`src/rtl/fsx_pkg.sv`:
```
package fsx_pkg;

    // Number of exception kinds held by the register
    localparam int XF_COUNT = 7;
    // Default number of producer result buses
    localparam int XF_PORTS = 4;

    // Bit position of each exception kind inside a flag vector
    typedef enum int {
        XF_INVALID  = 0,
        XF_DIVZERO  = 1,
        XF_OVERFLOW = 2,
        XF_UNDRFLOW = 3,
        XF_INEXACT  = 4,
        XF_INFLUSH  = 5,
        XF_OUTFLUSH = 6
    } xf_bit_e;

endpackage

```
`src/rtl/fsx_merge.sv`:
```
// OR-merges the flag vectors of all enabled producer ports.
module fsx_merge #(
    parameter int NPORT  = fsx_pkg::XF_PORTS,
    parameter int FLAG_W = fsx_pkg::XF_COUNT,
    localparam int BUS_W = NPORT * FLAG_W
) (
    input  logic [NPORT-1:0]  prod_en,
    input  logic [BUS_W-1:0]  prod_flags,
    output logic [FLAG_W-1:0] merged
);

    // acc[k] holds the OR of the gated vectors of ports 0..k-1
    logic [FLAG_W-1:0] acc [NPORT+1];

    assign acc[0] = '0;

    for (genvar g = 0; g < NPORT; g++) begin : g_port
        logic [FLAG_W-1:0] gated;
        assign gated      = prod_en[g] ? prod_flags[g*FLAG_W +: FLAG_W] : '0;
        assign acc[g + 1] = acc[g] | gated;
    end

    assign merged = acc[NPORT];

endmodule

```
`src/rtl/fsx_select.sv`:
```
// Chooses the base value for the next state: the software value on a
// write, otherwise the held flags, then ORs in this cycle's producer flags.
module fsx_select #(
    parameter int FLAG_W = fsx_pkg::XF_COUNT
) (
    input  logic [FLAG_W-1:0] cur_flags,
    input  logic [FLAG_W-1:0] merged,
    input  logic              sw_wr_en,
    input  logic [FLAG_W-1:0] sw_wr_data,
    output logic [FLAG_W-1:0] nxt_flags
);

    logic [FLAG_W-1:0] base;

    always_comb begin
        base      = sw_wr_en ? sw_wr_data : cur_flags;
        nxt_flags = base | merged;
    end

endmodule

```
`src/rtl/fp_xflag_reg.sv`:
```
// Sticky floating-point exception flag register with several producers.
module fp_xflag_reg #(
    parameter int NPORT  = fsx_pkg::XF_PORTS,
    parameter int FLAG_W = fsx_pkg::XF_COUNT,
    localparam int BUS_W = NPORT * FLAG_W
) (
    input  logic              clk,
    input  logic              rst,
    input  logic [NPORT-1:0]  prod_en,
    input  logic [BUS_W-1:0]  prod_flags,
    input  logic              sw_wr_en,
    input  logic [FLAG_W-1:0] sw_wr_data,
    output logic [FLAG_W-1:0] flags_rd
);

    typedef struct packed {
        logic [FLAG_W-1:0] flags;
    } xf_state_t;

    xf_state_t         st_d;
    xf_state_t         st_q;
    logic [FLAG_W-1:0] merged;
    logic [FLAG_W-1:0] sel_flags;

    fsx_merge #(
        .NPORT  (NPORT),
        .FLAG_W (FLAG_W)
    ) u_merge (
        .prod_en    (prod_en),
        .prod_flags (prod_flags),
        .merged     (merged)
    );

    fsx_select #(
        .FLAG_W (FLAG_W)
    ) u_select (
        .cur_flags  (st_q.flags),
        .merged     (merged),
        .sw_wr_en   (sw_wr_en),
        .sw_wr_data (sw_wr_data),
        .nxt_flags  (sel_flags)
    );

    always_comb begin
        st_d       = st_q;
        st_d.flags = sel_flags;
    end

    always_ff @(posedge clk) begin
        if (rst) begin
            st_q <= '0;
        end else begin
            st_q <= st_d;
        end
    end

    assign flags_rd = st_q.flags;

    // reset empties the register whatever else is driven
    assert_reset_clear_R1: assert property (@(posedge clk)
        rst |=> (flags_rd == '0));

    // without a software write no held bit drops
    assert_sticky_hold_R6: assert property (@(posedge clk) disable iff (rst)
        !sw_wr_en |=> ((flags_rd & $past(flags_rd)) == $past(flags_rd)));

    // nothing enabled and no write leaves the register unchanged
    assert_idle_stable_R4: assert property (@(posedge clk) disable iff (rst)
        (!sw_wr_en && prod_en == '0) |=> $stable(flags_rd));

    // a write with no producer loads the written value exactly
    assert_write_load_R7: assert property (@(posedge clk) disable iff (rst)
        (sw_wr_en && prod_en == '0) |=> (flags_rd == $past(sw_wr_data)));

    // the written value is always kept, merged with producer flags
    assert_write_merge_R8: assert property (@(posedge clk) disable iff (rst)
        sw_wr_en |=> ((flags_rd & $past(sw_wr_data)) == $past(sw_wr_data)));

    for (genvar p = 0; p < NPORT; p++) begin : g_chk
        // every enabled port's flags are present in the merged vector
        assert_port_merged_R5: assert property (@(posedge clk) disable iff (rst)
            prod_en[p] |->
                ((merged & prod_flags[p*FLAG_W +: FLAG_W]) ==
                 prod_flags[p*FLAG_W +: FLAG_W]));

        // an enabled port's flags are held after the next edge
        assert_port_lands_R3: assert property (@(posedge clk) disable iff (rst)
            prod_en[p] |=>
                ((flags_rd & $past(prod_flags[p*FLAG_W +: FLAG_W])) ==
                 $past(prod_flags[p*FLAG_W +: FLAG_W])));
    end

endmodule

```
`config.mk`:
```
export PLATFORM = sky130hd
export DESIGN_NAME = fp_xflag_reg
export DESIGN_NICKNAME = d
export VERILOG_FILES = /design/src/rtl/fsx_pkg.sv /design/src/rtl/fsx_merge.sv /design/src/rtl/fsx_select.sv /design/src/rtl/fp_xflag_reg.sv
export SDC_FILE = /design/constraint.sdc
export NUM_CORES = 1
export LEC_CHECK = 0
export BUFFER_PORTS_ARGS = -buffer_cell sky130_fd_sc_hd__buf_4
export CAP_MARGIN = 20
export CORE_AREA = 2 2 39 41
export DETAILED_ROUTE_END_ITERATION = 8
export DIE_AREA = 0 0 41 43
export PLACE_DENSITY = 0.69
export SLEW_MARGIN = 15
export SYNTH_ARGS = -nofsm -noshare
export SYNTH_HDL_FRONTEND = slang
export SYNTH_SLANG_ARGS = --single-unit
```
`constraint.sdc`:
```
create_clock -name clk -period 2.06 [get_ports clk]
set_clock_uncertainty 0.15 [all_clocks]
set_input_delay 0.412 -clock clk [delete_from_list [all_inputs] [get_ports clk]]
set_output_delay 0.412 -clock clk [all_outputs]
set_load 0.01 [all_outputs]
```
Word-level counts from Yosys, hierarchy flattened
Index checks and enable logic that the tools add are counted.
Widths: inputs -> output; s select.
{"block": "totals", "regBits": 7, "input_bits": 42}
{"block": "classes", "n_mux": 5, "n_bitwise": 4}
{"op": "$mux 7", "count": 5}
{"op": "$or 7x7->7", "count": 4}

Longest topological paths before layout
Gate-level depths: netlist of the first run.
{"block": "logic_depth", "word_depth": 5, "ltp_mapped": 3}

Hierarchy
Synthesis of the first run repeated with hierarchy kept, for this count alone.
{"block": "unflattened", "cells_unflattened": 50, "hier_area_um2": 444.2}
{"module": "fp_xflag_reg", "n_inst": 1, "cells_per_inst": 14, "area_each_um2": 183.9, "seq_area_each_um2": 140.1}
{"module": "fsx_merge", "n_inst": 1, "cells_per_inst": 21, "area_each_um2": 131.4, "seq_area_each_um2": 0.0}
{"module": "fsx_select", "n_inst": 1, "cells_per_inst": 15, "area_each_um2": 128.9, "seq_area_each_um2": 0.0}

Least setup slack after synthesis of the first run
No wires, ideal clock.
{"block": "synth_path", "path_type": "in2reg", "from": "input sw_wr_en", "to": "register st_q, in the netlist flags_rd[0]", "arrival_ps": 767, "required_time_ps": 1785, "slack_ps": 1018, "path_stages": 3, "n_path_buf": 1, "cell_sequence": "buf_6 mux2i_1 a31oi_1"}
{"block": "synth_between", "elab_chain_cells": 2}
{"element": "start: declaration", "line_no": "fp_xflag_reg.sv:11", "rtl": "input logic sw_wr_en,"}
{"element": "$mux 7", "line_no": "fsx_select.sv:16", "rtl": "base = sw_wr_en ? sw_wr_data : cur_flags;"}
{"element": "$or 7x7->7", "line_no": "fsx_select.sv:17", "rtl": "nxt_flags = base | merged;"}
{"element": "end signal: assignment", "line_no": "fp_xflag_reg.sv:53", "rtl": "st_q <= st_d;"}
{"element": "end: declaration", "line_no": "fp_xflag_reg.sv:21", "rtl": "xf_state_t st_q;"}
No other way between the ends.
A chain may end at the register's enable or synchronous reset.

Final worst setup path of the first run
{"block": "layout_path", "from": "register st_q, in the netlist flags_rd[0]", "to": "output flags_rd[0]"}
{"element": "end: declaration", "line_no": "fp_xflag_reg.sv:13", "rtl": "output logic [FLAG_W-1:0] flags_rd"}
No word-level cell between the ends.

==> run summary, run 1 <==
Worst Setup Path Type: flip-flop to output pin
Synth unique cells: 5
Area share of fa/ha/maj cells after synthesis: 0
Bufs and invs on worst path: 1
Relative max-transition margin: 0.889
I/O pin cnt: 49
Number of flip-flops in the largest register: 7
Slowest library cell on the worst path: sky130_fd_sc_hd__dfxtp_1
CP delay by family, top: flip-flops
Min Hold Slack: 0.232 ns
Worst Hold Path EP: flags_rd[4]
Number of cells traversed by the worst register-to-register path: 2
Post-CTS repair timing setup buffer count: 0
Clock sinks: 7
Final core area utilization: 0.553
DRT Pass-1 Iters: 3
Highest fanout seen on the critical path: 2
Max clock buf depth: 2
Launching element of the worst setup path: flags_rd[0]
Number of remaining DRC errors: 0
Share of final-layout standard cells stronger than drive strength 1: 0.586
Post-detailed-placement half-perimeter wirelength: 1.10 mm
Worst reg2reg endpoint: flags_rd[5]
Congestion Overflow GR: 0
Largest stage delay on the critical path: 0.33 ns
Initial DRC Count: 7
Pin slew with the least headroom to its limit: 0.166 ns
Max Cap Viol: 0
Critical path launch point type: flip-flop
Post-synthesis share of cell area spent on xor and xnor gates: 0
Power per Cell Area: 527 nW/um2
Cells resized by post-CTS repair: 0
Total number of vias: 536
Clk Tree Root Cell: sky130_fd_sc_hd__clkbuf_4
Average detailed-routed wire length per instance: 13.8 um
Worst-case register-to-register setup slack: 1.27 ns
WHS Path Cells: 2
Hold-fix buffers, CTS: 0
Post-Syn Instances: 36
Warning count from the yosys run: 0
First-pass GRT wire length: 2.16 mm
Filler cells: 140
Synthesized-area fraction occupied by and/or/nand/nor cells: 0
Mapped cell area: 370 um2
Latest clock arrival within the worst-skew pair: 0.24 ns
Setup repair after global routing missed its margin: no
Floorplan row count: 14
Portion of the clock cycle consumed by the worst path in the final layout: 0.611
Number of hold-slack violations in the final timing report: 0
Part of the Yosys area used for sequential elements: 0.378
Reg clk slew, reported paths: 0.05 ns
Maximum resistive drop on vdd: 0.261 mV
CTS tree: built
CTS buffer count: 3
Number of max-slew violations in the final report: 0
Overall power consumption: 0.403 mW
Number of antenna violations at the first check in global routing: 0
Post-layout min period: 1.26 ns
Mean instance size in the synthesized netlist: 10.3 um2
Area of the die: 1760 um2
Worst endpoint required time: 1.50 ns
Pin count of the biggest net entering global routing: 8
Maximum clock frequency: 0.795 GHz
Status: completed
Category of the worst setup path capture point: output pin
Fin nets: 130
Design area: 766 um2
Die width: 41 um
Number of storage elements in the synthesis netlist: 7
Via count of the first global-routing pass: 548
Leak: 0.393 nW
Cells along the critical path: buf_4
Stages on the worst setup path: 1
Worst hold path startpoint: rst
Total routed wirelength: 1.42 mm
Cell Area, Placed: 739 um2
Number of nets with antenna violations after routing: 0
Net count after synthesis: 78
Number of setup violations in the final report: 0
Overall routing resource usage: 0.181
Final weighted congestion of routability-driven global placement: 0.700
Ratio of routed vias to standard cells: 5.20
HP Class: input pin to flip-flop
Area grow syn2layout: 107%
Ant diodes: 0
Arrival time at the worst endpoint: 0.70 ns
Buffers on Ports: 48
Startpoint of the lowest-slack register-to-register path: flags_rd[5]
Combinational family with the most area after synthesis: compound AO/OA/AOI/OAI gates
Effective utilization at floorplan: 0.268
Share of synthesized area spent on multiplexers: 0.189
CTS H-Tree Depth: 1
Fraction of the mapped netlist area in compound gates: 0.402
Final TNS setup: 0 ns
CORE AREA: 1380 um2
Vertical extent of the die: 43 um
## layout make-up
type	count	area, um2	area share
clock buffers	4	26.3	0.0343
well taps	16	20.0	0.0261
multi-input cells	28	219	0.286
repair buffers	48	360	0.471
flip-flops and latches	7	140	0.183
## how the worst max path moves through the flow
stage               slack, ns     endpoint
global route             0.76  flags_rd[3]
detailed placement       0.91  flags_rd[2]
floorplan                1.02  flags_rd[0]
CTS                      0.79  flags_rd[4]
finish                   0.80  flags_rd[0]
global placement         0.94  flags_rd[5]
## cells in the mapped netlist (all sizes together)
cell type | instances | area [um2]
dfxtp | 7 | 140
a22oi | 14 | 105
mux2i | 7 | 70.1
buf | 1 | 11.3
a31oi | 7 | 43.8
## metrics by stage
stage	instances	setup slack [ns]
floorplan	36	1.02
global placement	99	0.938
detailed placement	99	0.914
CTS	103	0.790
global route	103	0.759
finish	103	0.801
## cells in the final DEF (no fill, tap or decap)
cell type / netlist / final
sky130_fd_sc_hd__mux2i_1: 7 / 7
sky130_fd_sc_hd__buf_4: 0 / 48
sky130_fd_sc_hd__a31oi_1: 7 / 7
sky130_fd_sc_hd__clkbuf_4: 0 / 3
sky130_fd_sc_hd__dfxtp_1: 7 / 7
sky130_fd_sc_hd__clkbuf_1: 0 / 1
sky130_fd_sc_hd__a22oi_1: 14 / 14
## per-layer routing
| layer | wire length, um | track usage |
|---|---|---|
| met2 | 678 | 0.284 |
| met4 | 0 | 0.0600 |
| met3 | 221 | 0.0628 |
| met5 | 0 | 0 |
| met1 | 519 | 0.219 |
## power breakdown
group	switching [mW]	total [mW]	internal, mW
logic	0.0447	0.128	0.0830
clock network	0.0490	0.123	0.0738
registers	0.00557	0.153	0.147
## worst reg2reg max path, cell delays in order (launching register included)
cell	delay, ns
sky130_fd_sc_hd__dfxtp_1	0.31
sky130_fd_sc_hd__mux2i_1	0.12
sky130_fd_sc_hd__a31oi_1	0.09
## cells by family after synthesis
group           after synthesis
buf+inv                       1
flops                         7
mux                           7
compound gates               21
Power figures use the tool's default switching activity.
==> run 2: changes to the inputs <==
--- a/config.mk
+++ b/config.mk
@@ -5,11 +5,11 @@
 export SDC_FILE = /design/constraint.sdc
 export NUM_CORES = 1
 export LEC_CHECK = 0
+export ABC_AREA = 1
 export BUFFER_PORTS_ARGS = -buffer_cell sky130_fd_sc_hd__buf_4
 export CAP_MARGIN = 20
-export CORE_AREA = 2 2 39 41
+export CORE_UTILIZATION = 31
 export DETAILED_ROUTE_END_ITERATION = 8
-export DIE_AREA = 0 0 41 43
 export PLACE_DENSITY = 0.69
 export SLEW_MARGIN = 15
 export SYNTH_ARGS = -nofsm -noshare
==> constraint.sdc (replaced) <==
create_clock -name clk -period 1.15 [get_ports clk]
set_clock_uncertainty 0.15 [all_clocks]
set_input_delay 0.23 -clock clk [delete_from_list [all_inputs] [get_ports clk]]
set_output_delay 0.23 -clock clk [all_outputs]
set_load 0.01 [all_outputs]
==> run summary, run 2 <==
Overall routing resource usage: 0.165
Post-layout min period: 1.07 ns
Post-placement cell count: 162
Combinational fraction of design power: 0.348
Max clock buf depth: 2
Proportion of netlist area held by the largest area contributor: 0.367
Mapped cell area: 502 um2
Leak: 0.580 nW
Part of the Yosys area used for sequential elements: 0.279
Cell internal power dissipation: 0.549 mW
Portion of the clock cycle consumed by the worst path in the final layout: 0.928
Multi-input logic area: 298 um2
Number of nets with antenna violations after routing: 0
Slowest library cell on the worst path: sky130_fd_sc_hd__dfxtp_1
CP delay by family, top: flip-flops
Final weighted congestion of routability-driven global placement: 0.720
DRT Pass-1 Iters: 4
Fin nets: 193
First-pass GRT wire length: 2.31 mm
Critical path launch point type: flip-flop
Maximum resistive drop on vdd: 0.318 mV
Category of the worst setup path capture point: output pin
CTS buffer count: 3
Average detailed-routed wire length per instance: 8.11 um
Warning count from the yosys run: 0
Net switching component of the power: 0.198 mW
Top library cells by usage in the layout, fill and taps aside: sky130_fd_sc_hd__nand2_1, sky130_fd_sc_hd__buf_4, sky130_fd_sc_hd__nor2_1
Filler cells: 170
Highest fanout seen on the critical path: 2
Number of antenna violations at the first check in global routing: 0
Most common cell after layout, fill and taps aside: sky130_fd_sc_hd__nand2_1
Post-Syn Instances: 99
Async S/R FF share, synth: 0
Die width: 42.2 um
HP Class: input pin to flip-flop
Latest clock arrival within the worst-skew pair: 0.24 ns
Worst Setup Path Type: flip-flop to output pin
Effective utilization at floorplan: 0.333
Number of setup violations in the final report: 0
Number of hold-slack violations in the final timing report: 0
Synth unique cells: 6
Post-detailed-placement half-perimeter wirelength: 1.15 mm
Final std cells w/o fill: 166
Area grow syn2layout: 78.8%
Worst endpoint required time: 0.77 ns
Final TNS setup: 0 ns
Ant diodes: 0
Setup repair after global routing missed its margin: no
CTS tree: built
Status: completed
Power per Cell Area: 832 nW/um2
Pin count of the biggest net entering global routing: 15
Cells along the critical path: buf_4
Clock sinks: 7
Share of final-layout standard cells stronger than drive strength 1: 0.340
Top_reg_cell synth: sky130_fd_sc_hd__dfxtp_1
Congestion Overflow GR: 0
Relative max-transition margin: 0.920
Floorplan row count: 14
Min Hold Slack: 0.0444 ns
Total routed wirelength: 1.35 mm
Post-CTS repair timing setup buffer count: 0
Number of max-slew violations in the final report: 0
Cell taking the most area after synthesis: sky130_fd_sc_hd__nand2_1
Area of the die: 1780 um2
Reg clk slew, reported paths: 0.05 ns
Total number of vias: 702
Maximum clock frequency: 0.937 GHz
Number of remaining DRC errors: 0
Number of storage elements in the synthesis netlist: 7
Mean instance size in the synthesized netlist: 5.07 um2
Largest stage delay on the critical path: 0.33 ns
Net count after synthesis: 141
Switching portion of total power: 0.265
Hold-fix buffers, CTS: 0
CTS H-Tree Depth: 1
Cells resized by post-CTS repair: 0
Number of flip-flops in the largest register: 7
Biggest area contributors in the synthesized netlist: sky130_fd_sc_hd__nand2_1, sky130_fd_sc_hd__dfxtp_1, sky130_fd_sc_hd__nor2_1, sky130_fd_sc_hd__inv_1, sky130_fd_sc_hd__a21oi_1
Ratio of routed vias to standard cells: 4.23
Bufs and invs on worst path: 1
Top cells by count, synth: sky130_fd_sc_hd__nand2_1, sky130_fd_sc_hd__nor2_1, sky130_fd_sc_hd__inv_1
Vertical extent of the die: 42.2 um
Clk Tree Root Cell: sky130_fd_sc_hd__clkbuf_4
Buffers on Ports: 48
Arrival time at the worst endpoint: 0.69 ns
Pin slew with the least headroom to its limit: 0.119 ns
CORE AREA: 1510 um2
Number of flops mapped to enable cells by yosys: 0
Max Cap Viol: 0
Top-count cell post-synth: sky130_fd_sc_hd__nand2_1
Area of all sequential standard cells: 140 um2
Portion of total power attributed to the clock network: 0.287
Initial DRC Count: 1
Power share of the sequential group: 0.365
I/O pin cnt: 49
Via count of the first global-routing pass: 647
==> run 2: final cells by class <==
class                   count  share of cell area
clock buffers               4              0.0293
well taps                  16              0.0223
inverters                  14              0.0586
multi-input cells          77               0.332
flip-flops and latches      7               0.156
repair buffers             48               0.402
==> run 2: final timing paths <==
path	startpoint	end	slack, ns	cells past startpoint
max reg2reg	flags_rd[3]	flags_rd[3]	0.31	4
max	flags_rd[2]	flags_rd[2]	0.08	1
min	rst	flags_rd[4]	0.04	2
min reg2reg	flags_rd[6]	flags_rd[6]	0.41	4
==> run 2: routing by layer <==
layer,track usage,part of all wire
met1,0.185,0.43
met2,0.289,0.48
met3,0.00431,0.069
met4,0.131,0.025
met5,0,0
==> run 2: power groups by stage <==
stage / clock (mW) / combinational (mW) / sequential, mW
floorplan: 0 / 0.0900 / 0.288
global placement: 0 / 0.256 / 0.278
detailed placement: 0 / 0.261 / 0.278
CTS: 0.225 / 0.263 / 0.273
global route: 0.235 / 0.294 / 0.275
finish: 0.214 / 0.260 / 0.273
==> run 2: cell families after synthesis <==
logic type,count (synthesis),share of synthesized area
DFF,7,0.279
and+or+nand+nor,70,0.524
AOI/OAI and AO/OA,7,0.0698
buffers and inverters,15,0.127
==> run 2: metrics by stage <==
stage               setup slack, ns  utilization  total power [mW]  instance area (um2)
finish                       0.0824        0.596             0.747                  897
global route                 0.0495        0.596             0.805                  897
CTS                          0.0707        0.596             0.761                  897
detailed placement            0.219        0.578             0.539                  871
global placement              0.225        0.578             0.534                  871
floorplan                     0.310            -             0.378                  502
==> run 3: changes to the inputs <==
--- a/config.mk
+++ b/config.mk
@@ -8,9 +8,9 @@
 export ABC_AREA = 1
 export BUFFER_PORTS_ARGS = -buffer_cell sky130_fd_sc_hd__buf_4
 export CAP_MARGIN = 20
-export CORE_UTILIZATION = 31
+export CORE_UTILIZATION = 30
 export DETAILED_ROUTE_END_ITERATION = 8
-export PLACE_DENSITY = 0.69
+export PLACE_DENSITY = 0.67
 export SLEW_MARGIN = 15
 export SYNTH_ARGS = -nofsm -noshare
 export SYNTH_HDL_FRONTEND = slang
==> run summary, run 3 (synthesized netlist as in run 2, its figures left out) <==
Number of nets with antenna violations after routing: 0
Ratio of routed vias to standard cells: 4.10
CP delay by family, top: flip-flops
Overall routing resource usage: 0.160
Worst-case register-to-register setup slack: 0.31 ns
Setup repair after global routing missed its margin: no
Congestion Overflow GR: 0
Largest stage delay on the critical path: 0.33 ns
Cells along the critical path: buf_4
Category of the worst setup path capture point: output pin
Area of the die: 1840 um2
Portion of the clock cycle consumed by the worst path in the final layout: 0.936
Maximum clock frequency: 0.929 GHz
DRT Pass-1 Iters: 2
Area grow syn2layout: 78.8%
Dpl ws: 0.207 ns
Total routed wirelength: 1.42 mm
Clock sinks: 7
Vertical extent of the die: 42.9 um
Total number of vias: 680
Number of setup violations in the final report: 0
Number of max-slew violations in the final report: 0
I/O pin cnt: 49
HP Class: input pin to flip-flop
Hold-fix buffers, CTS: 0
Filler cells: 184
Max Cap Viol: 0
Slowest library cell on the worst path: sky130_fd_sc_hd__dfxtp_1
Overall power consumption: 0.746 mW
Buffers on Ports: 48
Post-CTS repair timing setup buffer count: 0
CTS tree: built
First-pass GRT wire length: 2.28 mm
Multi-input logic area: 298 um2
WHS Path Cells: 2
Max clock buf depth: 2
Ant diodes: 0
Via count of the first global-routing pass: 605
Bufs and invs on worst path: 1
Number of remaining DRC errors: 0
Arrival time at the worst endpoint: 0.70 ns
Relative max-transition margin: 0.918
Final TNS setup: 0 ns
Launching element of the worst setup path: flags_rd[6]
Share of final-layout standard cells stronger than drive strength 1: 0.340
Final weighted congestion of routability-driven global placement: 0.712
CTS buffer count: 3
Die width: 42.9 um
Average detailed-routed wire length per instance: 8.56 um
Worst endpoint required time: 0.77 ns
CTS H-Tree Depth: 1
Top library cells by usage in the layout, fill and taps aside: sky130_fd_sc_hd__nand2_1, sky130_fd_sc_hd__buf_4, sky130_fd_sc_hd__nor2_1
Status: completed
Initial DRC Count: 4
Power per Cell Area: 831 nW/um2
CORE AREA: 1540 um2
Fin nets: 193
Cells resized by post-CTS repair: 0
Number of cells traversed by the worst register-to-register path: 4
Post-detailed-placement half-perimeter wirelength: 1.23 mm
Final worst-path setup slack: 0.0740 ns
Number of flip-flops in the largest register: 7
Floorplan row count: 14
Stages on the worst setup path: 1
Pin slew with the least headroom to its limit: 0.123 ns
Latest clock arrival within the worst-skew pair: 0.24 ns
End point of the critical path: flags_rd[6]
Number of antenna violations at the first check in global routing: 0
Final core area utilization: 0.582
Post-layout min period: 1.08 ns
Min Hold Slack: 0.0469 ns
Number of hold-slack violations in the final timing report: 0
Critical path launch point type: flip-flop
Clk Tree Root Cell: sky130_fd_sc_hd__clkbuf_4
Pin count of the biggest net entering global routing: 15
Leak: 0.580 nW
Startpoint of the lowest-slack register-to-register path: flags_rd[3]
Area of all sequential standard cells: 140 um2
Highest fanout seen on the critical path: 2
Reg clk slew, reported paths: 0.05 ns
Worst Setup Path Type: flip-flop to output pin
Most common cell after layout, fill and taps aside: sky130_fd_sc_hd__nand2_1
Maximum resistive drop on vdd: 0.360 mV
Effective utilization at floorplan: 0.325
Worst reg2reg endpoint: flags_rd[3]
-- run 3: layer usage --
| layer | share of wire | GRT usage | routed length (um) |
|---|---|---|---|
| met5 | 0 | 0 | 0 |
| met4 | 0.0084 | 0.106 | 12 |
| met3 | 0.061 | 0 | 87 |
| met2 | 0.50 | 0.279 | 717 |
| met1 | 0.42 | 0.191 | 603 |
-- run 3: where the power goes --
part	switching (mW)	leakage, nW	internal [mW]	total (mW)
combinational	0.106	0.506	0.153	0.259
clock	0.0810	0.0150	0.132	0.213
sequential	0.0101	0.0590	0.264	0.274
total	0.197	0.580	0.549	0.746
-- run 3: layout make-up --
class | count | share of cell area
multi-input combinational | 77 | 0.332
timing repair buffer | 48 | 0.402
inverter | 14 | 0.0586
sequential | 7 | 0.156
tap | 16 | 0.0223
clock buffer | 4 | 0.0293
-- run 3: metrics by stage --
stage          std cells  area (um2)
3_5_place_dp         162         871
2_1_floorplan         99         502
5_1_grt              166         897
6_report             166         897
3_3_place_gp         162         871
4_1_cts              166         897
-- run 3: worst min path at each step --
stage               from           to  slack [ns]
detailed placement   rst  flags_rd[5]        0.30
finish               rst  flags_rd[1]        0.05
global placement     rst  flags_rd[2]        0.30
CTS                  rst  flags_rd[6]        0.04
global route         rst  flags_rd[2]        0.04
floorplan            rst  flags_rd[0]        0.15
